<file path="config.mk">
export PLATFORM = sky130hd
export DESIGN_NAME = sdram_burst_colgen
export DESIGN_NICKNAME = d
export VERILOG_FILES = /design/src/rtl/colgen_pkg.sv /design/src/rtl/colgen_len_dec.sv /design/src/rtl/colgen_addr_map.sv /design/src/rtl/sdram_burst_colgen.sv
export SDC_FILE = /design/constraint.sdc
export NUM_CORES = 1
export LEC_CHECK = 0
export BUFFER_PORTS_ARGS = -buffer_cell sky130_fd_sc_hd__buf_2
export CAP_MARGIN = 20
export CELL_PAD_IN_SITES_DETAIL_PLACEMENT = 0
export CELL_PAD_IN_SITES_GLOBAL_PLACEMENT = 1
export CORE_AREA = 3 3 73 75
export DETAILED_ROUTE_END_ITERATION = 8
export DIE_AREA = 0 0 76 78
export PLACE_DENSITY = 0.82
export SYNTH_ARGS = -nofsm -noshare
export SYNTH_HDL_FRONTEND = slang
export SYNTH_HIERARCHICAL = 1
export SYNTH_SLANG_ARGS = --single-unit
</file>
<file path="constraint.sdc">
create_clock -name clk -period 6.43 [get_ports clk]
set_input_delay 0.3215 -clock clk [delete_from_list [all_inputs] [get_ports clk]]
set_output_delay 0.3215 -clock clk [all_outputs]
set_load 0.03 [all_outputs]
</file>
<file path="src/rtl/colgen_pkg.sv">
package colgen_pkg;

    typedef enum logic [1:0] {
        ST_IDLE  = 2'd0,
        ST_FIXED = 2'd1,
        ST_PAGE  = 2'd2
    } colgen_state_t;

    localparam int          LEN_W    = 3;
    localparam logic [2:0]  LEN_BL1  = 3'd0;
    localparam logic [2:0]  LEN_BL2  = 3'd1;
    localparam logic [2:0]  LEN_BL4  = 3'd2;
    localparam logic [2:0]  LEN_BL8  = 3'd3;
    localparam logic [2:0]  LEN_ROW  = 3'd7;

endpackage

</file>
<file path="src/rtl/colgen_len_dec.sv">
// Maps the length code to a low-bit wrap mask, a full-row flag and an
// undefined-code flag. Undefined codes fall back to a one-beat burst.
module colgen_len_dec
    import colgen_pkg::*;
#(
    parameter int COL_W = 9
) (
    input  logic [LEN_W-1:0] code_i,
    output logic [COL_W-1:0] mask_o,
    output logic             row_o,
    output logic             bad_o
);

    always_comb begin
        mask_o = '0;
        row_o  = 1'b0;
        bad_o  = 1'b0;
        unique case (code_i)
            LEN_BL1: mask_o = COL_W'(0);
            LEN_BL2: mask_o = COL_W'(1);
            LEN_BL4: mask_o = COL_W'(3);
            LEN_BL8: mask_o = COL_W'(7);
            LEN_ROW: begin
                mask_o = '1;
                row_o  = 1'b1;
            end
            default: bad_o = 1'b1;
        endcase
    end

endmodule

</file>
<file path="src/rtl/colgen_addr_map.sv">
// Forms the beat's column from the base column and beat index.
// Bits inside the mask wrap (linear add or XOR), bits outside stay put.
module colgen_addr_map #(
    parameter int COL_W = 9
) (
    input  logic [COL_W-1:0] base_i,
    input  logic [COL_W-1:0] beat_i,
    input  logic [COL_W-1:0] mask_i,
    input  logic             ilv_i,
    input  logic             row_i,
    output logic [COL_W-1:0] col_o
);

    logic [COL_W-1:0] lin_sum;
    logic [COL_W-1:0] flip_sum;

    assign lin_sum  = base_i + beat_i;
    assign flip_sum = base_i ^ beat_i;

    for (genvar g = 0; g < COL_W; g++) begin : g_bit
        assign col_o[g] = row_i     ? lin_sum[g] :
                          mask_i[g] ? (ilv_i ? flip_sum[g] : lin_sum[g]) :
                                      base_i[g];
    end

endmodule

</file>
<file path="src/rtl/sdram_burst_colgen.sv">
module sdram_burst_colgen
    import colgen_pkg::*;
#(
    parameter int COL_W = 9
) (
    input  logic             clk,
    input  logic             rst_n,
    input  logic             start_i,
    input  logic             stop_i,
    input  logic [COL_W-1:0] start_col_i,
    input  logic [2:0]       len_code_i,
    input  logic             ilv_i,
    output logic [COL_W-1:0] col_o,
    output logic             valid_o,
    output logic             last_o,
    output logic             bad_len_o
);

    localparam logic [COL_W-1:0] BEAT_ONE = COL_W'(1);

    colgen_state_t    state_q, state_d;
    logic [COL_W-1:0] beat_q, beat_d;
    logic [COL_W-1:0] base_q, base_d;
    logic [COL_W-1:0] mask_q, mask_d;
    logic             ilv_q, ilv_d;
    logic             bad_q, bad_d;

    logic [COL_W-1:0] dec_mask;
    logic             dec_row;
    logic             dec_bad;
    logic             at_end;

    colgen_len_dec #(.COL_W(COL_W)) u_len_dec (
        .code_i (len_code_i),
        .mask_o (dec_mask),
        .row_o  (dec_row),
        .bad_o  (dec_bad)
    );

    colgen_addr_map #(.COL_W(COL_W)) u_addr_map (
        .base_i (base_q),
        .beat_i (beat_q),
        .mask_i (mask_q),
        .ilv_i  (ilv_q),
        .row_i  (state_q == ST_PAGE),
        .col_o  (col_o)
    );

    assign at_end = (beat_q == mask_q);

    // next-state and load logic
    always_comb begin
        state_d = state_q;
        beat_d  = beat_q;
        base_d  = base_q;
        mask_d  = mask_q;
        ilv_d   = ilv_q;
        bad_d   = bad_q;
        if (start_i) begin
            state_d = dec_row ? ST_PAGE : ST_FIXED;
            beat_d  = '0;
            base_d  = start_col_i;
            mask_d  = dec_mask;
            ilv_d   = ilv_i & ~dec_row;
            bad_d   = dec_bad;
        end else begin
            unique case (state_q)
                ST_IDLE: ;
                ST_FIXED: begin
                    if (stop_i || at_end) state_d = ST_IDLE;
                    else                  beat_d  = beat_q + BEAT_ONE;
                end
                ST_PAGE: begin
                    if (stop_i) state_d = ST_IDLE;
                    else        beat_d  = beat_q + BEAT_ONE;
                end
                default: state_d = ST_IDLE;
            endcase
        end
    end

    // state register
    always_ff @(posedge clk or negedge rst_n) begin
        if (!rst_n) begin
            state_q <= ST_IDLE;
            beat_q  <= '0;
            base_q  <= '0;
            mask_q  <= '0;
            ilv_q   <= 1'b0;
            bad_q   <= 1'b0;
        end else begin
            state_q <= state_d;
            beat_q  <= beat_d;
            base_q  <= base_d;
            mask_q  <= mask_d;
            ilv_q   <= ilv_d;
            bad_q   <= bad_d;
        end
    end

    // outputs
    always_comb begin
        valid_o   = 1'b0;
        last_o    = 1'b0;
        bad_len_o = bad_q;
        unique case (state_q)
            ST_IDLE: ;
            ST_FIXED: begin
                valid_o = 1'b1;
                last_o  = at_end | stop_i;
            end
            ST_PAGE: begin
                valid_o = 1'b1;
                last_o  = stop_i;
            end
            default: ;
        endcase
    end

endmodule

</file>
### Word-level counts from Yosys, hierarchy flattened

Index checks and enable logic that the tools add are counted.

* logic and storage cells: 73
* bits of input ports: 17
* register bits after elaboration: 31
* output and inout bits: 12

* eq/ne operators: 12
* multiplexer cells: 41
* add/sub/neg operators: 2
* reductions and logical operators: 8
* bitwise logic cells: 4

Operators with widths (count)
* 9-bit case mux with 4 select lines: 1
* 1-bit 2-to-1 mux: 30
* 9-bit 2-to-1 mux: 3
* 9-bit case mux with 2 select lines: 1
* 3-bit != test (second input constant): 4
* 9-bit by 1-bit adder with 9-bit output (second input constant): 1
* 9-bit adder: 1
* 9-bit equality test: 1
* 9-bit bitwise XOR: 1
* 2-bit 2-to-1 mux: 4
* 3-bit by 2-bit equality test with 1-bit output (second input constant): 2
* 2-bit case mux with 3 select lines: 1
* 3-bit AND reduction: 2
* 5-bit OR reduction: 1
* 3-bit by 1-bit equality test with 1-bit output (second input constant): 1
* 3-bit equality test (second input constant): 1
* 3-bit logical NOT: 1
* 3-bit nonzero test: 1
* 2-bit by 1-bit equality test with 1-bit output (second input constant): 1
* 2-bit equality test (second input constant): 1
* 2-bit logical NOT: 1
* 2-bit != test (second input constant): 1
* 1-bit case mux with 2 select lines: 1
* 2-bit OR reduction: 1
* 4 further kinds: 4

### Depth between registers and ports, before layout

Gate-level depths: netlist of the first run.

* depth after elaboration: 5
* mapped depth: 7

### By module

The synthesis of the first run kept the hierarchy.

Modules (own cells, without submodules)
* sdram_burst_colgen: cells an instance 129, seq. area each 775.7 µm², times used 1, area an instance 1550.2 µm²
* colgen_addr_map: cells an instance 93, seq. area each 0.0 µm², times used 1, area an instance 614.3 µm²
* colgen_len_dec: cells an instance 13, seq. area each 0.0 µm², times used 1, area an instance 91.3 µm²

### Least setup slack after synthesis of the first run

Ideal clock, no wire load.

* path kind: reg2out
* from: reg beat_q[0]
* to: out col_o[8]
* path slack: 3.794 ns
* arrival time: 2.315 ns
* stages on the path, launching flop included: 8
* cells stage by stage: dfrtp_1 -> ha_1 -> fa_1 -> nand3_1 -> nand2_1 -> a221o_1 -> a221oi_2 -> xor2_1

* longest elaborated chain between the ends: 4

Ends and longest elaborated chain
* from (decl): RTL line sdram_burst_colgen.sv:22 `logic [COL_W-1:0] beat_q, beat_d;`
* from (signal assigned): RTL line sdram_burst_colgen.sv:93 `beat_q <= beat_d;`
* 9-bit adder *: RTL line colgen_addr_map.sv:17 `assign lin_sum = base_i + beat_i;`
* 1-bit 2-to-1 mux (2 in series): RTL line colgen_addr_map.sv:22 `mask_i[g] ? (ilv_i ? flip_sum[g] : lin_sum[g]) :`
* 1-bit 2-to-1 mux *: RTL line colgen_addr_map.sv:21 `assign col_o[g] = row_i ? lin_sum[g] :`
* to (decl): RTL line sdram_burst_colgen.sv:13 `output logic [COL_W-1:0] col_o,`

Every way passes the cells marked *; elsewhere a longest branch is shown, timed or not.

### Final worst setup path of the first run

Ends and elaborated chain as after synthesis.

==> results of run 1 <==
[worst register-to-register path, cell delays in order (launching register included)]
cell,delay [ps]
sky130_fd_sc_hd__dfrtp_1,400
sky130_fd_sc_hd__inv_1,100
sky130_fd_sc_hd__ha_1,720
sky130_fd_sc_hd__o21bai_2,300
sky130_fd_sc_hd__nor4b_1,420
sky130_fd_sc_hd__mux2_2,380
[registers in the layout, summed over array words and instances (netlist names)]
register / flops
ilv_q: 1
base_q: 9
beat_q: 9
mask_q: 9
state_q: 2
bad_len_o: 1
[worst paths after layout]
kind	slack [ps]	depth (start not counted)	from	to
worst max-delay path	3460	8	beat_q[0]	col_o[8]
worst min-delay path	90	1	rst_n	base_q[6]
worst max register to register	4020	5	state_q[0]	beat_q[5]
worst min register to register	500	1	bad_len_o	bad_len_o
max in group asynchronous	5870	1	rst_n	state_q[1]
min in group clk	270	2	start_col_i[8]	base_q[8]
[cells by family (layout without fill, tap and decap cells)]
family          count (synthesis)  in the layout  synth area share (%)
compound gates                 52             52                  16.2
buf+inv                        25             47                  5.16
flops                          31             31                  34.4
xor+xnor                       10             10                  3.88
fa+ha+maj                      13             13                  7.54
mux                            30             30                  14.9
simple gates                   74             74                  18.0
[power groups by stage]
stage	clock network [mW]	registers [mW]	logic, mW
floorplan	0	0.228	0.145
global placement	0	0.233	0.185
detailed placement	0	0.234	0.185
CTS	0.176	0.230	0.186
global route	0.188	0.233	0.204
finish	0.172	0.230	0.185
[layout make-up]
cell class	instances	area (um2)	area share [%]
Multi-Input combinational cell	179	1360	54.4
Sequential cell	31	776	31.0
Clock buffer	8	100	4.00
Inverter	11	41.3	1.65
Timing Repair Buffer	28	140	5.59
Tap cell	67	83.8	3.35
[through the flow]
| stage | setup slack, ps | hold slack (ps) | power [mW] |
|---|---|---|---|
| after CTS | 3450 | 110 | 0.592 |
| after global routing | 3320 | 157 | 0.625 |
| after global placement | 3820 | 423 | 0.417 |
| after floorplan | 3790 | 25.9 | 0.373 |
| final | 3460 | 93.5 | 0.587 |
| after detailed placement | 3760 | 419 | 0.419 |
[layout by cell type (no fill, tap or decap), drive strengths merged, types with 4 or more instances in the layout]
cell / count
mux2: 28
a21o: 4
nand2: 7
dfrtp: 31
a31oi: 6
o22ai: 4
nor2: 24
inv: 11
clkbuf: 8
buf: 28
xnor2: 9
ha: 12
nor3: 5
a21oi: 10
o21ai: 6
nor2b: 11
a211oi: 4
nand2b: 6
nand3: 7
o21bai: 4
[per-layer routing]
metal	vias up	track usage (%)	routed length, um
li1	883	-	-
met1	847	22.2	2270
met2	23	28.9	2240
met3	6	4.18	176
met4	0	6.34	68
met5	-	0	0
==> run metrics, run 1 <==
Synth-to-Final Area Change=11.0%; number of CTS-inserted buffers=5; antenna violations before repair=0; # fillers=441; Placement Cell Area=about 2400 um2; worst path cell trace=ha_1 > fa_1 > nand3_1 > nand2_1 > a221o_1 > a221oi_2 > xor2_1 > buf_2; Resized cells post-CTS=0; maximum operating frequency=between 0.3 and 0.4 GHz; detailed-route vias per instance=5.43; unrepaired setup endpoints after global routing=no; category of cells accounting for the largest share of critical-path delay=adder cells; share of the cycle needed by the critical path after routing=a little under half; required time of the critical path=slightly above 6000 ps; average routed wire per standard cell=approximately 15 um; wire length of the first global-routing pass=8250 um; core region area=about 4700 um2; total nets after synthesis=~270; Primary FF master, synth=sky130_fd_sc_hd__dfrtp_1; fraction of layout instances using a drive strength above 1=26.8%; number of hold buffers added after cts=0; max-cap viol count=0; ranking of synthesized cells by instance count=sky130_fd_sc_hd__dfrtp_1 (31), sky130_fd_sc_hd__mux2_2 (25), sky130_fd_sc_hd__nor2_1 (22), sky130_fd_sc_hd__ha_1 (12), sky130_fd_sc_hd__nor2b_1 (11); Area contributors post-synth=sky130_fd_sc_hd__dfrtp_1 (34%), sky130_fd_sc_hd__mux2_2 (12%), sky130_fd_sc_hd__ha_1 (6.7%); IO buf count=28; clock latency at the later pin of the worst-skew pair=between 200 and 300 ps; buffering stage count on the worst path with inverters included=1; total I/O pin count=29; nature of the critical path startpoint=register; total via count in the routed design=between 1,500 and 2,000; final number of max-transition violations=0; Std-Cell Rows=25; combined global-route utilization of all metal layers=around 17%; Period minus WS final=slightly below 3000 ps; detailed-routing iteration count for the pre-antenna-repair pass=4; share of synthesized area occupied by flip-flops and latches=between 30% and 40%; post-CTS clock slew at the launch and capture registers of the worst setup and hold paths=about 70 ps; total negative setup slack=0 ps; CP endpoint kind=output port; number of setup violations in the final report=0; number of hold violations in the final report=0; NumNets Final=286; Least-Margin Pin Slew=between 800 and 900 ps; wire length after detailed routing=about 4800 um; CTS H-Tree Depth=2; synthesis warning total=6; average cell area after synthesis=around 9.6 um2; cell with the largest stage delay on the worst path=sky130_fd_sc_hd__dfrtp_1; power per cell area=roughly 230 nW/um2; largest area contributor in the synthesized netlist=sky130_fd_sc_hd__dfrtp_1; Hold Crit Class=in -> async; final core utilization=53.0%; most used standard cell by instance count after synthesis=sky130_fd_sc_hd__dfrtp_1; antenna-violating nets left=0; vias in the first global route=1,733; Internal Power=~380 uW; clock root buffer=sky130_fd_sc_hd__clkbuf_8; number of synthesized flops with an enable pin=0; width of the chip=between 70 and 80 um; logic gate share of total power=a little under a third; run status=complete, no violations; area share of the largest cell type after synthesis=~34%; standby leakage power=1.17 nW; fin cells=324; vertical die dimension=78 um; last weighted congestion value of the routability-driven placer=~0.8; antenna fix cells=0; initial standard-cell utilization of the core=47.8%; number of design rule violations left after detail routing=0; switching share of power=between 30% and 40%; Cells after Synth=235; Seq cells post-synth=31; sequential share of power=about 40%; global route total overflow=0; clock tree buffer depth=2; delay of the slowest cell on the worst path=440 ps; Netlist Area Pre-Place=~2300 um2; net switching power=a little over 200 uW; placed wire-length estimate=roughly 3400 um; number of violations reported at the end of detailed-routing iteration 0=roughly 120; # placed instances=about 320; clock power share=29.4%; critical path data arrival time=approximately 2600 ps; maximum clock skew at final layout=~6.5 ps; worst vdd rail ir drop=0.107 mV; number of distinct library cells after synthesis=44; Finished Cell Area=between 2000 and 3000 um2; clock tree from TritonCTS=built; number of buffers added for setup after CTS=0; Sink Count=31; worst slew margin relative to its limit=approximately 43%; Die ar.=between 5000 and 6000 um2; category of the most critical setup path=reg -> out; CP max FO=6; pin count of the biggest net entering global routing=between 40 and 50; share of async-settable or async-resettable flops after synthesis=100%
No activity file was read; power rests on OpenSTA's default activity.
==> run 2, diff against run 1 <==
Settings changed: CORE_AREA 3 3 73 75 to 3 3 75 77, DIE_AREA 0 0 76 78 to 0 0 78 80, PLACE_DENSITY 0.82 to 0.78.
Clock period 6.43 ns to 2.9 ns, I/O delays scaled along.
==> run 2 against run 1 <==
Against the previous run: worst hold slack worse by 9.0 ps; final cell count up 1.5%; worst setup slack worse by 3300 ps; combinational power up 130%; wire length up 5.0%; register-to-register slack worse by 3000 ps; largest cell class unchanged; highest routed layer unchanged.
==> run metrics, run 2 (synthesis gave the netlist of run 1 again) <==
Period minus WS final=roughly 2700 ps; power per cell area=517 nW/um2 (+120%); antenna fix cells=0 (unchanged); Die ar.=6240 um2 (+5.3%); total via count in the routed design=1,796 (+2.1%); required time of the critical path=2760 ps (-3350 ps); worst path setup slack after routing=161 ps (-3300 ps); max-cap viol count=0 (unchanged); nature of the critical path startpoint=register; antenna-violating nets left=0 (unchanged); Hold Crit Class=in -> reg; placed wire-length estimate=3590 um (+4.8%); launch instance of the worst register-to-register path=beat_q[1]; clock latency at the later pin of the worst-skew pair=290 ps (about the same); vertical die dimension=80 um (+2.6%); worst reg-to-reg setup slack=1000 ps (-3020 ps); last weighted congestion value of the routability-driven placer=0.830 (+2.8%); Worst R2R End=beat_q[8]; hold path depth=2; detailed-routing iteration count for the pre-antenna-repair pass=4 (unchanged); post-CTS clock slew at the launch and capture registers of the worst setup and hold paths=70 ps (about the same); clock root buffer=sky130_fd_sc_hd__clkbuf_8; global route total overflow=0 (unchanged); worst setup slack before clock tree synthesis=426 ps (-3340 ps); Sink Count=31 (unchanged); antenna violations before repair=0 (unchanged); width of the chip=78 um (+2.6%); maximum operating frequency=between 0.3 and 0.4 GHz; number of violations reported at the end of detailed-routing iteration 0=94 (-21%); average routed wire per standard cell=15.2 um (+3.5%); NumNets Final=288 (+0.70%); number of hold violations in the final report=0 (unchanged); Synth-to-Final Area Change=12.2%; detailed-route vias per instance=5.46 (+0.55%); most frequent standard cell in the layout excluding fill and tap cells=sky130_fd_sc_hd__dfrtp_1; category of the most critical setup path=reg -> out; core region area=5070 um2 (+7.4%); CP endpoint kind=output port; maximum clock skew at final layout=9.59 ps (+3.07 ps); fraction of layout instances using a drive strength above 1=27.4% (+0.56 points); CP max FO=6 (unchanged); # fillers=488 (+11%); highest-count cells in the layout ignoring fill and taps=sky130_fd_sc_hd__dfrtp_1 (31), sky130_fd_sc_hd__buf_2 (27), sky130_fd_sc_hd__mux2_2 (25); critical path data arrival time=2590 ps (-50 ps); area taken by multi-input logic gates=1370 um2 (+0.18%); initial standard-cell utilization of the core=44.5% (-3.3 points); vias in the first global route=1,668 (-3.8%); total I/O pin count=29 (unchanged); wire length of the first global-routing pass=8180 um (-0.84%); Finished Cell Area=2530 um2 (+1.0%); startpoint of the lowest-slack hold path=start_col_i[7]; IO buf count=28 (unchanged); number of design rule violations left after detail routing=0 (unchanged); wire length after detailed routing=4990 um (+5.0%); clock tree buffer depth=2 (unchanged); unrepaired setup endpoints after global routing=no; combined global-route utilization of all metal layers=16.7% (-0.70 points); Std-Cell Rows=26 (+4.0%); # placed instances=320 (+1.3%); final number of max-transition violations=0 (unchanged); fin cells=329 (+1.5%); pin count of the biggest net entering global routing=44 (unchanged); WHS Endpoint=base_q[7]; number of CTS-inserted buffers=5 (unchanged); share of the cycle needed by the critical path after routing=between 90% and 100%; count of cells along the worst register-to-register path=5 (unchanged); worst setup path start=beat_q[0]; Least-Margin Pin Slew=858 ps (+4.60 ps); standby leakage power=1.17 nW (+0.70%); Placement Cell Area=2420 um2 (+0.47%); largest registers=base_q: 9 flops, beat_q: 9 flops, mask_q: 9 flops; total negative setup slack=0 ps (unchanged); clock tree from TritonCTS=built; number of buffers added for setup after CTS=0 (unchanged); flip-flop and latch area=776 um2 (unchanged); run status=complete, no violations; number of setup violations in the final report=0 (unchanged); worst slew margin relative to its limit=42.8% (-0.31 points); power consumption=1.31 mW (+120%); worst vdd rail ir drop=0.261 mV (+140%); CTS H-Tree Depth=2 (unchanged)
[run 2: cell type report]
type / instances / area share [%]
multi-input combinational: 179 / 54.0
sequential: 31 / 30.6
timing repair buffer: 30 / 6.33
clock buffer: 8 / 3.95
tap: 70 / 3.46
inverter: 11 / 1.63
[run 2: what timing repair did]
action,4_1_cts,5_1_grt
hold buffers,1,0
endpoints found under the hold margin,31,0
gates resized for setup,0,2
endpoints found under the setup margin,0,1
[run 2: power by group]
part	switching [mW]	total [mW]	internal, mW	leakage, nW
sequential	0.0434	0.511	0.467	0.397
combinational	0.253	0.418	0.165	0.726
clock	0.163	0.380	0.217	0.0515
total	0.460	1.31	0.848	1.17
[run 2: layer usage]
layer  global-route usage (%)  routed length (um)  vias to the layer above
li1                         -                   -                      884
met1                     22.9                2410                      876
met2                     26.9                2310                       31
met3                     3.16                 208                        5
met4                     4.72                  63                        0
met5                        0                   0                        -
[run 2: per-stage QoR]
stage               utilization [%]  hold slack (ps)
finish                         49.9             84.6
global route                   49.9             82.0
CTS                            49.8             79.8
detailed placement             47.6              252
global placement               47.6              248
floorplan                         -             -151
[run 2: worst max path at each step]
stage,end,slack [ps]
after floorplan,col_o[8],440
after global placement,col_o[8],480
after detailed placement,col_o[8],430
after CTS,col_o[8],110
after global routing,col_o[8],10
final,col_o[8],160
[run 2: critical path, stage by stage, from the launching register on]
cell and delay [ps]:
sky130_fd_sc_hd__dfrtp_1 440, sky130_fd_sc_hd__ha_2 230, sky130_fd_sc_hd__fa_1 410, sky130_fd_sc_hd__nand3_1 110
sky130_fd_sc_hd__nand2_1 120, sky130_fd_sc_hd__a221o_1 360, sky130_fd_sc_hd__a221oi_2 290, sky130_fd_sc_hd__xor2_1 170
sky130_fd_sc_hd__clkbuf_4 200
